[config.mk]
export PLATFORM = sky130hd
export DESIGN_NAME = wide_reg_bridge
export DESIGN_NICKNAME = d
export VERILOG_FILES = /design/src/rtl/wrb_pkg.sv /design/src/rtl/wrb_decode.sv /design/src/rtl/wrb_hold.sv /design/src/rtl/wrb_regs.sv /design/src/rtl/wide_reg_bridge.sv
export SDC_FILE = /design/constraint.sdc
export NUM_CORES = 1
export LEC_CHECK = 0
export ABC_AREA = 0
export ABC_CLOCK_PERIOD_IN_PS = 5100
export BUFFER_PORTS_ARGS = -buffer_cell sky130_fd_sc_hd__buf_2
export CORE_UTILIZATION = 35
export CTS_BUF_LIST = sky130_fd_sc_hd__clkbuf_2 sky130_fd_sc_hd__clkbuf_4 sky130_fd_sc_hd__clkbuf_8
export DETAILED_ROUTE_END_ITERATION = 12
export GPL_ROUTABILITY_DRIVEN = 0
export PLACE_DENSITY = 0.63
export SLEW_MARGIN = 30
export SYNTH_ARGS = -nofsm -noshare
export SYNTH_HDL_FRONTEND = slang
export SYNTH_SLANG_ARGS = --single-unit
[constraint.sdc]
create_clock -name clk -period 5.1 [get_ports clk]
set_input_delay 0.255 -clock clk [delete_from_list [all_inputs] [get_ports clk]]
set_output_delay 0.255 -clock clk [all_outputs]
set_load 0.005 [all_outputs]
[src/rtl/wrb_pkg.sv]
package wrb_pkg;
  typedef enum logic [1:0] {
    TGT_NONE = 2'd0,
    TGT_CNT  = 2'd1,
    TGT_CAP  = 2'd2,
    TGT_CMP  = 2'd3
  } tgt_e;
endpackage

[src/rtl/wrb_decode.sv]
module wrb_decode #(
  parameter int NUM_CMP = 3,
  parameter int SELW    = 3,
  parameter int CIW     = 2
) (
  input  logic [SELW:0]       addr,
  output wrb_pkg::tgt_e       tgt,
  output logic [CIW-1:0]      cmp_idx,
  output logic                hi
);
  logic [SELW-1:0] sel;

  assign sel = addr[SELW:1];
  assign hi  = addr[0];

  always_comb begin
    cmp_idx = CIW'(sel - SELW'(2));
    if (sel == SELW'(0))                 tgt = wrb_pkg::TGT_CNT;
    else if (sel == SELW'(1))            tgt = wrb_pkg::TGT_CAP;
    else if (int'(sel) < NUM_CMP + 2)    tgt = wrb_pkg::TGT_CMP;
    else                                 tgt = wrb_pkg::TGT_NONE;
  end
endmodule

[src/rtl/wrb_hold.sv]
module wrb_hold #(
  parameter int DW = 8
) (
  input  logic          clk,
  input  logic          rst_n,
  input  logic          ld_en,
  input  logic [DW-1:0] ld_val,
  output logic [DW-1:0] hold_q
);
  logic [DW-1:0] hold_d;

  always_comb begin
    hold_d = hold_q;
    if (ld_en) hold_d = ld_val;
  end

  always_ff @(posedge clk or negedge rst_n) begin
    if (!rst_n) hold_q <= '0;
    else        hold_q <= hold_d;
  end
endmodule

[src/rtl/wrb_regs.sv]
module wrb_regs #(
  parameter int DW      = 8,
  parameter int NUM_CMP = 3,
  parameter int CIW     = 2,
  localparam int WW     = 2 * DW
) (
  input  logic                  clk,
  input  logic                  rst_n,
  input  logic                  commit,
  input  wrb_pkg::tgt_e         tgt,
  input  logic [CIW-1:0]        cmp_idx,
  input  logic [WW-1:0]         wval,
  input  logic                  cnt_inc,
  input  logic                  cap_trig,
  output logic [WW-1:0]         cnt_q,
  output logic [WW-1:0]         cap_q,
  output logic [NUM_CMP*WW-1:0] cmp_q
);
  logic [WW-1:0] cnt_d, cap_d;

  // The bus write comes first, so an increment in the same cycle is dropped
  always_comb begin
    cnt_d = cnt_q;
    if (commit && tgt == wrb_pkg::TGT_CNT) cnt_d = wval;
    else if (cnt_inc)                      cnt_d = cnt_q + WW'(1);
  end

  always_comb begin
    cap_d = cap_q;
    if (commit && tgt == wrb_pkg::TGT_CAP) cap_d = wval;
    else if (cap_trig)                     cap_d = cnt_q;
  end

  always_ff @(posedge clk or negedge rst_n) begin
    if (!rst_n) begin
      cnt_q <= '0;
      cap_q <= '0;
    end else begin
      cnt_q <= cnt_d;
      cap_q <= cap_d;
    end
  end

  for (genvar g = 0; g < NUM_CMP; g++) begin : g_cmp
    logic          we;
    logic [WW-1:0] word_d, word_q;

    assign we = commit && (tgt == wrb_pkg::TGT_CMP) && (cmp_idx == CIW'(g));

    always_comb begin
      word_d = word_q;
      if (we) word_d = wval;
    end

    always_ff @(posedge clk or negedge rst_n) begin
      if (!rst_n) word_q <= '0;
      else        word_q <= word_d;
    end

    assign cmp_q[g*WW +: WW] = word_q;
  end
endmodule

[src/rtl/wide_reg_bridge.sv]
module wide_reg_bridge #(
  parameter int  DW      = 8,
  parameter int  NUM_CMP = 3,
  localparam int WW      = 2 * DW,
  localparam int SELW    = $clog2(NUM_CMP + 2),
  localparam int CIW     = (NUM_CMP > 1) ? $clog2(NUM_CMP) : 1
) (
  input  logic                  clk,
  input  logic                  rst_n,
  input  logic [SELW:0]         bus_addr,
  input  logic                  bus_wr,
  input  logic                  bus_rd,
  input  logic [DW-1:0]         bus_wdata,
  output logic [DW-1:0]         bus_rdata,
  input  logic                  cnt_inc,
  input  logic                  cap_trig,
  output logic [WW-1:0]         cnt_q,
  output logic [WW-1:0]         cap_q,
  output logic [NUM_CMP*WW-1:0] cmp_q
);
  // Reset: asserted at once, released on a clock edge through two flops
  logic rst_meta, rst_n_sync;
  always_ff @(posedge clk or negedge rst_n) begin
    if (!rst_n) begin
      rst_meta   <= 1'b0;
      rst_n_sync <= 1'b0;
    end else begin
      rst_meta   <= 1'b1;
      rst_n_sync <= rst_meta;
    end
  end

  wrb_pkg::tgt_e  tgt;
  logic [CIW-1:0] cmp_idx;
  logic           hi;

  wrb_decode #(.NUM_CMP(NUM_CMP), .SELW(SELW), .CIW(CIW)) u_dec (
    .addr    (bus_addr),
    .tgt     (tgt),
    .cmp_idx (cmp_idx),
    .hi      (hi)
  );

  logic          mapped, live_tgt;
  logic [WW-1:0] sel_word;

  assign mapped   = (tgt != wrb_pkg::TGT_NONE);
  assign live_tgt = (tgt == wrb_pkg::TGT_CNT) || (tgt == wrb_pkg::TGT_CAP);

  always_comb begin
    case (tgt)
      wrb_pkg::TGT_CNT: sel_word = cnt_q;
      wrb_pkg::TGT_CAP: sel_word = cap_q;
      wrb_pkg::TGT_CMP: sel_word = cmp_q[int'(cmp_idx)*WW +: WW];
      default:          sel_word = '0;
    endcase
  end

  // Holding register: parked by high writes, snapshot by live low reads
  logic          hold_ld;
  logic [DW-1:0] hold_val, hold_q;

  always_comb begin
    hold_ld  = 1'b0;
    hold_val = bus_wdata;
    if (bus_wr && hi && mapped) begin
      hold_ld = 1'b1;
    end else if (bus_rd && !bus_wr && !hi && live_tgt) begin
      hold_ld  = 1'b1;
      hold_val = sel_word[WW-1:DW];
    end
  end

  wrb_hold #(.DW(DW)) u_hold (
    .clk    (clk),
    .rst_n  (rst_n_sync),
    .ld_en  (hold_ld),
    .ld_val (hold_val),
    .hold_q (hold_q)
  );

  logic commit;
  assign commit = bus_wr && !hi && mapped;

  wrb_regs #(.DW(DW), .NUM_CMP(NUM_CMP), .CIW(CIW)) u_regs (
    .clk      (clk),
    .rst_n    (rst_n_sync),
    .commit   (commit),
    .tgt      (tgt),
    .cmp_idx  (cmp_idx),
    .wval     ({hold_q, bus_wdata}),
    .cnt_inc  (cnt_inc),
    .cap_trig (cap_trig),
    .cnt_q    (cnt_q),
    .cap_q    (cap_q),
    .cmp_q    (cmp_q)
  );

  // Read path: live high bytes are never returned for count or capture
  always_comb begin
    bus_rdata = '0;
    if (bus_rd && mapped) begin
      if (!hi)           bus_rdata = sel_word[DW-1:0];
      else if (live_tgt) bus_rdata = hold_q;
      else               bus_rdata = sel_word[WW-1:DW];
    end
  end
endmodule

==> results of run 1 <==
-- synth_stat cells, types with 3 or more instances --
| library cell | number | area [µm²] |
|---|---|---|
| buf_2 | 15 | 75.1 |
| mux2_2 | 37 | 417 |
| mux2i_1 | 34 | 340 |
| nand2_1 | 5 | 18.8 |
| xor2_1 | 3 | 26.3 |
| buf_4 | 5 | 37.5 |
| a22o_1 | 8 | 70.1 |
| nand4_1 | 4 | 25.0 |
| a221oi_1 | 8 | 70.1 |
| nor3_1 | 4 | 20.0 |
| o2bb2ai_1 | 16 | 140 |
| nand3_1 | 9 | 45.0 |
| o21a_1 | 8 | 60.1 |
| a221o_1 | 8 | 80.1 |
| nor2_1 | 34 | 128 |
| inv_1 | 3 | 11.3 |
| clkbuf_1 | 3 | 11.3 |
| a21oi_1 | 38 | 190 |
| nor4_1 | 3 | 18.8 |
| dfrtp_1 | 90 | 2250 |
| mux2_1 | 11 | 124 |
| o22ai_1 | 8 | 50.1 |
| xnor2_1 | 10 | 87.6 |
-- cells by family (layout without fill, tap and decap cells) --
family	count (synthesis)	after routing
other	1	1
adder cells (fa/ha/maj)	1	1
AO/OA/AOI/OAI	99	99
flip-flops	90	90
AND/OR/NAND/NOR	74	74
XOR/XNOR	13	13
buffers and inverters	29	127
multiplexers	82	82
-- worst max-delay path: cells and delay by family --
family	cells	cell delay (ns)
simple gates	1	0.67
buf+inv	2	0.73
compound gates	2	0.48
-- what timing repair did --
item	CTS	global route
endpoints found under the hold margin	2	0
endpoints found under the setup margin	0	0
resized for setup	0	0
buffers inserted	0	0
hold buffers	1	0
-- area by class of cell --
class / instances / area, µm² / share of cell area (%)
Timing Repair Buffer: 108 / 571 / 10.5
Inverter: 3 / 11.3 / 0.207
Multi-Input combinational cell: 270 / 2130 / 39.1
Clock inverter: 4 / 97.6 / 1.80
Clock buffer: 12 / 159 / 2.92
Sequential cell: 90 / 2260 / 41.5
Tap cell: 172 / 215 / 3.96
-- worst min path at each step --
stage / startpoint / endpoint / slack, ns / depth (start not counted)
after floorplan: rst_n / rst_meta / -0.04 / 0
after global placement: rst_n / rst_meta / 0.04 / 1
after detailed placement: rst_n / rst_meta / 0.04 / 1
after CTS: rst_n / rst_n_sync / 0.17 / 2
after global routing: rst_n / rst_n_sync / 0.18 / 2
final: rst_n / rst_n_sync / 0.18 / 2
-- per-layer routing --
metal / vias to the layer above / global-route usage, % / share of wire [%]
met5: - / 0 / 0
met1: 1775 / 29.7 / 47
met4: 0 / 7.18 / 1.6
li1: 1637 / - / -
met2: 117 / 30.2 / 46
met3: 14 / 3.97 / 5.8
-- metrics by stage --
step | util (%) | hold slack, ns
finish | 43.1 | 0.177
global route | 43.1 | 0.176
CTS | 43.0 | 0.168
detailed placement | 40.9 | 0.0424
global placement | 40.7 | 0.0415
floorplan | - | -0.0406
-- cell usage in the layout (no fill, tap or decap), types with 10 or more instances in the layout --
| cell type | Yosys | layout |
|---|---|---|
| dfrtp_1 | 90 | 89 |
| mux2_1 | 11 | 11 |
| nor2_1 | 34 | 34 |
| buf_2 | 15 | 105 |
| xnor2_1 | 10 | 10 |
| mux2_2 | 37 | 37 |
| clkbuf_8 | 0 | 11 |
| mux2i_1 | 34 | 34 |
| a21oi_1 | 38 | 38 |
| o2bb2ai_1 | 16 | 16 |
-- power by group through the flow --
stage	Sequential, W	Clock, W	Combinational, W
2_1_floorplan	0.00116	0	0.000380
3_3_place_gp	0.00124	0	0.000656
6_report	0.00122	0.000619	0.000679
3_5_place_dp	0.00124	0	0.000683
4_1_cts	0.00122	0.000625	0.000688
5_1_grt	0.00126	0.000660	0.000767
-- sequential cells by signal, summed over array words and instances, names as in the netlist --
signal               flops
rst_n_sync               1
rst_meta                 1
u_regs.cnt_q            16
u_regs.cap_q            16
u_hold.hold_q            8
u_regs.g_cmp.word_q     48
==> impl_metrics.env, run 1 <==
export IMPL_finalSetupTns_ns=0
export IMPL_grt_pass1_vias=3458
export IMPL_crit_top_cell="buf_2"
export IMPL_fillCellCount=1275
export IMPL_crit_end="bus_rdata[2]"
export IMPL_cts_sinks=90
export IMPL_rows=41
export IMPL_drcViolationCount=0
export IMPL_synthMuxAreaShare_pct=19.5
export IMPL_cts_max_path_buffers=2
export IMPL_status="complete, no violations"
export IMPL_initial_core_util_pct=35.9
export IMPL_synth_fa_ha_area_share_pct=0.276
export IMPL_grt_pass1_wl_um=20000
export IMPL_setup_viol=0
export IMPL_vias_per_cell=5.38
export IMPL_drv_cap=0
export IMPL_drt_pass1_iterations=5
export IMPL_crit_chain="buf_2, nor3b_4, a221oi_1, o22ai_1, buf_2"
export IMPL_dieArea_um2=13400
export IMPL_fin_nets=501
export IMPL_crit_start="bus_addr[1]"
export IMPL_fin_crit_sh_pct=47.3
export IMPL_swShare_pct=34.1
export IMPL_period_minus_slack_ns=2.41
export IMPL_core_um2=12600
export IMPL_cts_tree="done"
export IMPL_wl_per_cell_um=19.4
export IMPL_seq_area_frac_synth_pct=49.8
export IMPL_p_int_w=0.00166
export IMPL_reg2reg_slack_ns=3.39
export IMPL_hold_class="primary input to async pin"
export IMPL_drive_gt1_share_pct=35.7
export IMPL_leakage_nw=2.50
export IMPL_relSlewSlack_pct=35.9
export IMPL_skew_ns=0.00778
export IMPL_timing_fmax_mhz=415
export IMPL_syn_inst=389
export IMPL_avgSynthCellArea_um2=11.6
export IMPL_die_w_um=116
export IMPL_r2r_start="u_regs.cnt_q[6]"
export IMPL_vias=3543
export IMPL_fp_dieH_um=116
export IMPL_crit_slowest_cell="nor3b_4"
export IMPL_worst_pin_slew_ns=0.961
export IMPL_critPathMaxStageDelay_ns=0.67
export IMPL_synth_enable_flop_cells=0
export IMPL_clockPowerShare_pct=24.5
export IMPL_io_buffers=105
export IMPL_num_io_pins=106
export IMPL_layout_setup_ws_ns=2.69
export IMPL_seq_power_share_pct=48.5
export IMPL_ff2ff_path_depth=4
export IMPL_rsz0062_at_grt="no"
export IMPL_synth_top_family_by_area="multiplexers"
export IMPL_instances_no_fill=659
export IMPL_dp_cells=642
export IMPL_peakVddDrop_v=0.000158
export IMPL_cts_buffers=9
export IMPL_syn_num_nets=408
export IMPL_path_class="primary input to primary output"
export IMPL_maxSlewViolCount=0
export IMPL_postLayoutCellArea_um2=5440
export IMPL_cts_root_buf="clkbuf_8"
export IMPL_drt_iter0_drc=206
export IMPL_ys_warn_count=0
export IMPL_power_w=0.00252
export IMPL_dp_slack_ns=2.34
export IMPL_grt_usage_pct=20.4
export IMPL_synth_xor_area_share_pct=2.52
export IMPL_diodes=0
export IMPL_finalHoldViolations=0
export IMPL_synth_area_um2=4530
export IMPL_path_clk_slew_ns=0.09
export IMPL_synthDistinctLibCells=44
export IMPL_grt_max_degree=52
export IMPL_wirelength_um=12800
export IMPL_critPathArrivalTime_ns=2.16
export IMPL_cp_start_kind="primary input"
export IMPL_crit_fanout=22
export IMPL_clock_latency_ns=0.37
export IMPL_synth_seq_cells=90
export IMPL_p_sw_w=0.000860
export IMPL_synth_compound_area_share_pct=15.4
export IMPL_antenna_found_initial=0
export IMPL_p_per_area_nw_per_um2=464
export IMPL_end_kind="primary output"
export IMPL_grt_overflow_total=0
export IMPL_synthArstFlopShare_pct=100
export IMPL_synthSimpleGateAreaFrac_pct=8.96
export IMPL_r2r_end="u_regs.cnt_q[15]"
export IMPL_synth_main_ff_cell="dfrtp_1"
export IMPL_crit_required_ns=4.85
export IMPL_p_comb_share_pct=26.9
export IMPL_hpwl_um=9450
export IMPL_area_growth_pct=20.1
export IMPL_placed_cell_area_um2=5160
export IMPL_route_antenna_remaining_nets=0
export IMPL_cts_max_level=3
(Power assumes the default switching activity.)
==> run 2, diff against run 1 <==
--- a/config.mk
+++ b/config.mk
@@ -5,14 +5,14 @@
 export SDC_FILE = /design/constraint.sdc
 export NUM_CORES = 1
 export LEC_CHECK = 0
-export ABC_AREA = 0
-export ABC_CLOCK_PERIOD_IN_PS = 5100
+export ABC_AREA = 1
+export ABC_CLOCK_PERIOD_IN_PS = 2500
 export BUFFER_PORTS_ARGS = -buffer_cell sky130_fd_sc_hd__buf_2
 export CORE_UTILIZATION = 35
 export CTS_BUF_LIST = sky130_fd_sc_hd__clkbuf_2 sky130_fd_sc_hd__clkbuf_4 sky130_fd_sc_hd__clkbuf_8
 export DETAILED_ROUTE_END_ITERATION = 12
 export GPL_ROUTABILITY_DRIVEN = 0
-export PLACE_DENSITY = 0.63
+export PLACE_DENSITY = 0.62
 export SLEW_MARGIN = 30
 export SYNTH_ARGS = -nofsm -noshare
 export SYNTH_HDL_FRONTEND = slang
==> constraint.sdc (replaced) <==
create_clock -name clk -period 2.5 [get_ports clk]
set_input_delay 0.125 -clock clk [delete_from_list [all_inputs] [get_ports clk]]
set_output_delay 0.125 -clock clk [all_outputs]
set_load 0.005 [all_outputs]
==> impl_metrics.env, run 2 <==
export IMPL_status="complete, no violations"
export IMPL_period_minus_slack_ns=1.81
export IMPL_drcViolationCount=0
export IMPL_grt_pass1_wl_um=25400
export IMPL_die_w_um=123
export IMPL_worst_pin_slew_ns=0.706
export IMPL_synthArstFlopShare_pct=100
export IMPL_synthTopCellsByArea="dfrtp_1, nand2_1, nand3_1"
export IMPL_grt_usage_pct=22.3
export IMPL_synth_top_cells_by_count="nand2_1, nand3_1, dfrtp_1, inv_1, o21ai_0"
export IMPL_crit_required_ns=2.38
export IMPL_ys_warn_count=0
export IMPL_p_comb_share_pct=28.4
export IMPL_yosysMostFrequentCell="nand2_1"
export IMPL_cts_tree="done"
export IMPL_peakVddDrop_v=0.000354
export IMPL_hold_class="primary input to flop"
export IMPL_drt_iter0_drc=500
export IMPL_io_buffers=105
export IMPL_path_clk_slew_ns=0.09
export IMPL_core_um2=14100
export IMPL_hpwl_um=11800
export IMPL_final_cell_mix="nand2_1, nand3_1, buf_2, dfrtp_1, inv_1"
export IMPL_clockPowerShare_pct=20.9
export IMPL_cts_setup_buffers=0
export IMPL_synth_enable_flop_cells=0
export IMPL_synth_seq_cells=90
export IMPL_dieArea_um2=15100
export IMPL_synthDistinctLibCells=32
export IMPL_p_int_w=0.00274
export IMPL_holdWs_ns=0.0299
export IMPL_setup_viol=0
export IMPL_synth_xor_area_share_pct=1.03
export IMPL_diodes=0
export IMPL_drv_cap=0
export IMPL_relSlewSlack_pct=52.8
export IMPL_vias=4893
export IMPL_fp_dieH_um=123
export IMPL_crit_fanout=21
export IMPL_yosys_area_top_type_share_pct=44.0
export IMPL_grt_max_degree=89
export IMPL_fin_nets=776
export IMPL_p_sw_w=0.00170
export IMPL_seq_power_share_pct=50.6
export IMPL_antenna_found_initial=0
export IMPL_drive_gt1_share_pct=22.4
export IMPL_cts_hold_buf=1
export IMPL_syn_num_nets=683
export IMPL_grt_pass1_vias=4633
export IMPL_grt_overflow_total=0
export IMPL_avgSynthCellArea_um2=7.71
export IMPL_route_antenna_remaining_nets=0
export IMPL_top_regs="u_regs.g_cmp.word_q (48), u_regs.cap_q (16), u_regs.cnt_q (16)"
export IMPL_finalHoldViolations=0
export IMPL_rows=43
export IMPL_cts_root_buf="clkbuf_8"
export IMPL_swShare_pct=38.2
export IMPL_cts_buffers=9
export IMPL_synth_top_family_by_area="simple AND/OR/NAND/NOR gates"
export IMPL_syn_inst=664
export IMPL_cts_max_path_buffers=2
export IMPL_skew_ns=0.00701
export IMPL_num_io_pins=106
export IMPL_wl_per_cell_um=16.7
export IMPL_cp_start_kind="primary input"
export IMPL_cts_sinks=90
export IMPL_end_kind="primary output"
export IMPL_rsz0062_at_grt="no"
export IMPL_seq_area_frac_synth_pct=44.0
export IMPL_leakage_nw=3.03
export IMPL_synth_compound_area_share_pct=10.6
export IMPL_final_common_cell="nand2_1"
export IMPL_area_growth_pct=15.9
export IMPL_fillCellCount=1474
export IMPL_synth_fa_ha_area_share_pct=0.244
export IMPL_synth_main_ff_cell="dfrtp_1"
export IMPL_initial_core_util_pct=36.3
export IMPL_largest_reg_flops=48
export IMPL_synth_area_um2=5120
export IMPL_wirelength_um=15800
export IMPL_synthMuxAreaShare_pct=0
export IMPL_synth_top_area_cell="dfrtp_1"
export IMPL_fin_crit_sh_pct=72.6
export IMPL_finalSetupTns_ns=0
export IMPL_synthSimpleGateAreaFrac_pct=36.0
export IMPL_timing_fmax_mhz=551
export IMPL_top_register="u_regs.g_cmp.word_q"
export IMPL_vias_per_cell=5.19
export IMPL_cts_max_level=3
export IMPL_drt_pass1_iterations=6
export IMPL_cts_resized=0
export IMPL_maxSlewViolCount=0
export IMPL_p_per_area_nw_per_um2=747
export IMPL_path_class="primary input to primary output"
export IMPL_clock_latency_ns=0.37
export IMPL_critPathArrivalTime_ns=1.69
==> run 2: cell types whose count changed in the layout (fill, tap and decap cells not counted), moves of 27 or more <==
cell,change
nand2_1,+214
nand3_1,+114
inv_1,+44
o21ai_0,+41
mux2_2,-37
mux2i_1,-34
a21oi_1,-27
==> run 2: power by group through the flow <==
stage               Sequential, W  Clock [W]  Combinational (W)
CTS                       0.00224   0.000955            0.00127
detailed placement        0.00227          0            0.00127
finish                    0.00225   0.000928            0.00126
global route              0.00231    0.00101            0.00145
global placement          0.00228          0            0.00124
floorplan                 0.00216          0           0.000711
==> run 2: logic make-up (layout without fill, tap and decap cells) <==
| family | count (synthesis) | count (layout) |
|---|---|---|
| AND/OR/NAND/NOR | 392 | 392 |
| adder cells (fa/ha/maj) | 1 | 1 |
| flip-flops | 90 | 90 |
| other | 1 | 1 |
| buffers and inverters | 86 | 184 |
| AO/OA/AOI/OAI | 88 | 88 |
| XOR/XNOR | 6 | 6 |
==> run 2: area by class of cell <==
| type | instances | area, µm² | share of cell area [%] |
|---|---|---|---|
| Inverter | 53 | 199 | 3.35 |
| Multi-Input combinational cell | 488 | 2450 | 41.3 |
| Clock buffer | 11 | 145 | 2.44 |
| Sequential cell | 90 | 2260 | 38.0 |
| Clock inverter | 5 | 30.0 | 0.506 |
| Tap cell | 180 | 225 | 3.79 |
| Timing Repair Buffer | 115 | 628 | 10.6 |
==> run 2: through the flow <==
stage | util [%] | power (W) | worst slack (ns) | instance area, µm² | cells
after floorplan | - | 0.00287 | 0.982 | 5120 | 664
after global placement | 40.8 | 0.00352 | 0.534 | 5750 | 925
after detailed placement | 40.8 | 0.00354 | 0.467 | 5750 | 925
after CTS | 42.1 | 0.00447 | 0.699 | 5940 | 942
after global routing | 42.1 | 0.00477 | 0.546 | 5940 | 942
final | 42.1 | 0.00444 | 0.686 | 5940 | 942
==> run 2: worst paths after layout <==
path / from / endpoint / slack (ns) / depth (start not counted)
setup / recovery: bus_addr[2] / bus_rdata[6] / 0.69 / 10
hold / removal: bus_wdata[5] / u_hold.hold_q[5] / 0.03 / 3
setup reg to reg: u_regs.cnt_q[1] / u_regs.cnt_q[10] / 0.83 / 8
hold reg to reg: rst_meta / rst_n_sync / 0.36 / 0
max in group asynchronous: rst_n_sync / u_regs.g_cmp[1].word_q[10] / 1.76 / 1
min in group asynchronous: rst_n / rst_n_sync / 0.06 / 2
==> run 2: critical path, stage by stage <==
cell	delay, ns
buf_2	0.25
nor2_8	0.27
buf_4	0.26
nand2_1	0.07
nand3_1	0.08
nand2_1	0.10
nand2_1	0.08
nand2_1	0.04
a21oi_1	0.23
buf_2	0.16
==> run 2: layer usage <==
metal,track usage (%),routed length [µm]
met5,0,0
met4,5.87,231
met3,3.69,1070
met2,33.5,6900
met1,33.0,7560
==> run 3, diff against run 2 <==
--- a/config.mk
+++ b/config.mk
@@ -5,14 +5,14 @@
 export SDC_FILE = /design/constraint.sdc
 export NUM_CORES = 1
 export LEC_CHECK = 0
-export ABC_AREA = 1
-export ABC_CLOCK_PERIOD_IN_PS = 2500
+export ABC_AREA = 0
+export ABC_CLOCK_PERIOD_IN_PS = 1500
 export BUFFER_PORTS_ARGS = -buffer_cell sky130_fd_sc_hd__buf_2
 export CORE_UTILIZATION = 35
 export CTS_BUF_LIST = sky130_fd_sc_hd__clkbuf_2 sky130_fd_sc_hd__clkbuf_4 sky130_fd_sc_hd__clkbuf_8
 export DETAILED_ROUTE_END_ITERATION = 12
 export GPL_ROUTABILITY_DRIVEN = 0
-export PLACE_DENSITY = 0.62
+export PLACE_DENSITY = 0.65
 export SLEW_MARGIN = 30
 export SYNTH_ARGS = -nofsm -noshare
 export SYNTH_HDL_FRONTEND = slang
==> constraint.sdc (replaced) <==
create_clock -name clk -period 1.5 [get_ports clk]
set_input_delay 0.075 -clock clk [delete_from_list [all_inputs] [get_ports clk]]
set_output_delay 0.075 -clock clk [all_outputs]
set_load 0.005 [all_outputs]
==> impl_metrics.env, run 3 (synthesis results as in run 1) <==
export IMPL_die_w_um=116
export IMPL_area_growth_pct=33.0
export IMPL_power_w=0.00898
export IMPL_maxSlewViolCount=0
export IMPL_status="finished, violations left"
export IMPL_grt_pass1_wl_um=21000
export IMPL_cts_tree="done"
export IMPL_cts_sinks=90
export IMPL_crit_chain="mux2i_2, o2bb2ai_2, a221oi_2, o22ai_1, buf_2"
export IMPL_cts_max_path_buffers=2
export IMPL_grt_usage_pct=21.3
export IMPL_final_cell_mix="buf_2, dfrtp_1, buf_4, a21oi_1, mux2_2"
export IMPL_io_buffers=105
export IMPL_swShare_pct=35.5
export IMPL_drv_cap=0
export IMPL_p_comb_share_pct=37.3
export IMPL_critPathArrivalTime_ns=1.60
export IMPL_p_per_area_nw_per_um2=1490
export IMPL_cts_max_level=3
export IMPL_path_class="flop to primary output"
export IMPL_period_minus_slack_ns=1.67
export IMPL_antenna_found_initial=1
export IMPL_drt_pass1_iterations=8
export IMPL_core_um2=12600
export IMPL_r2r_end="u_regs.cnt_q[15]"
export IMPL_grt_max_degree=40
export IMPL_top_register="u_regs.g_cmp.word_q"
export IMPL_clock_latency_ns=0.37
export IMPL_cp_start_kind="flop"
export IMPL_min_delay_worst_endpoint="u_regs.cap_q[6]"
export IMPL_final_common_cell="buf_2"
export IMPL_num_io_pins=106
export IMPL_wl_per_cell_um=19.3
export IMPL_crit_required_ns=1.42
export IMPL_dieArea_um2=13400
export IMPL_p_sw_w=0.00319
export IMPL_leakage_nw=2.79
export IMPL_drt_iter0_drc=289
export IMPL_crit_slowest_cell="dfrtp_1"
export IMPL_crit_family="compound AO/OA/AOI/OAI gates"
export IMPL_crit_buf_inv=1
export IMPL_hpwl_um=10200
export IMPL_grt_overflow_total=0
export IMPL_ff2ff_path_depth=6
export IMPL_worst_pin_slew_ns=0.508
export IMPL_relSlewSlack_pct=66.1
export IMPL_placed_cell_area_um2=5490
export IMPL_largest_reg_flops=48
export IMPL_vias=3794
export IMPL_fp_dieH_um=116
export IMPL_timing_fmax_mhz=598
export IMPL_holdPathStages=3
export IMPL_drive_gt1_share_pct=47.0
export IMPL_initial_core_util_pct=35.9
export IMPL_finalHoldViolations=0
export IMPL_critPathMaxStageDelay_ns=0.41
export IMPL_p_int_w=0.00579
export IMPL_route_antenna_remaining_nets=0
export IMPL_vias_per_cell=5.34
export IMPL_post_route_util_pct=47.7
export IMPL_setup_viol=10
export IMPL_reg2reg_slack_ns=-0.07
export IMPL_r2r_start="u_regs.cnt_q[5]"
export IMPL_skew_ns=0.0122
export IMPL_violations="design-rule violations, negative setup slack"
export IMPL_cts_buffers=9
export IMPL_seq_power_share_pct=43.2
export IMPL_wirelength_um=13700
export IMPL_path_clk_slew_ns=0.09
export IMPL_top_regs="u_regs.g_cmp.word_q (48), u_regs.cap_q (16), u_regs.cnt_q (16)"
export IMPL_rsz0062_at_grt="yes"
export IMPL_cts_root_buf="clkbuf_8"
export IMPL_drcViolationCount=2
export IMPL_fin_nets=552
export IMPL_hold_class="primary input to flop"
export IMPL_fin_crit_sh_pct=112
export IMPL_crit_fanout=2
export IMPL_rows=41
export IMPL_postLayoutCellArea_um2=6020
export IMPL_peakVddDrop_v=0.000691
export IMPL_hold_start="bus_wdata[6]"
export IMPL_end_kind="primary output"
export IMPL_layout_setup_ws_ns=-0.173
export IMPL_clockPowerShare_pct=19.5
export IMPL_grt_pass1_vias=3637
[run 3: metrics by stage]
step	TNS, ns	setup WS [ns]	hold slack [ns]	instances
floorplan	0	0.0140	-0.221	389
global placement	0	0.0170	-0.139	678
detailed placement	-0.00696	-0.00556	-0.136	678
CTS	-1.22	-0.192	0.0292	706
global route	-1.86	-0.265	0.0459	711
finish	-1.14	-0.173	0.0462	711
[run 3: layer usage]
| layer | global-route usage [%] | wire length (µm) | vias up |
|---|---|---|---|
| met5 | 0 | 0 | - |
| met4 | 6.41 | 200 | 0 |
| met2 | 32.8 | 6460 | 141 |
| li1 | - | - | 1747 |
| met1 | 30.5 | 6310 | 1893 |
| met3 | 4.03 | 781 | 13 |
[run 3: final cells by class]
cell class                 instances  area (µm²)
fill                            1192        6600
sequential                        90        2260
timing repair buffer             159        1010
clock buffer                      12         159
clock inverter                     4        50.0
multi-input combinational        270        2310
antenna                            1        2.50
inverter                           3        11.3
tap                              172         215
[run 3: worst register-to-register path: cells and delay by family (launching register included)]
family | cells | cell delay (ns)
flops | 1 | 0.41
buf+inv | 2 | 0.34
mux | 1 | 0.23
simple gates | 3 | 0.48
[run 3: power by group through the flow]
stage / Combinational, W / Clock, W / Sequential, W
final: 0.00335 / 0.00175 / 0.00388
after detailed placement: 0.00298 / 0 / 0.00390
after global placement: 0.00290 / 0 / 0.00387
after CTS: 0.00317 / 0.00179 / 0.00385
after global routing: 0.00367 / 0.00187 / 0.00400
after floorplan: 0.00129 / 0 / 0.00393
[run 3: how the worst max path moves through the flow]
stage                     slack [ns]                      start  cells past startpoint                to
after global routing           -0.26  u_regs.g_cmp[1].word_q[2]                      5      bus_rdata[2]
final                          -0.17  u_regs.g_cmp[1].word_q[1]                      5      bus_rdata[1]
after detailed placement      -0.006                bus_addr[1]                      7      bus_rdata[2]
after floorplan                 0.01            u_regs.cnt_q[9]                      5  u_regs.cnt_q[15]
after global placement          0.02                bus_addr[1]                      7      bus_rdata[1]
after CTS                      -0.19  u_regs.g_cmp[1].word_q[2]                      5      bus_rdata[2]
[run 3: timing repair]
item                                    CTS  global route
endpoints found under the setup margin    8            16
setup buffers                            10             4
resized for setup                        10            25
pin swaps                                 3             6
endpoints found under the hold margin     2             0
hold buffers                              2             0
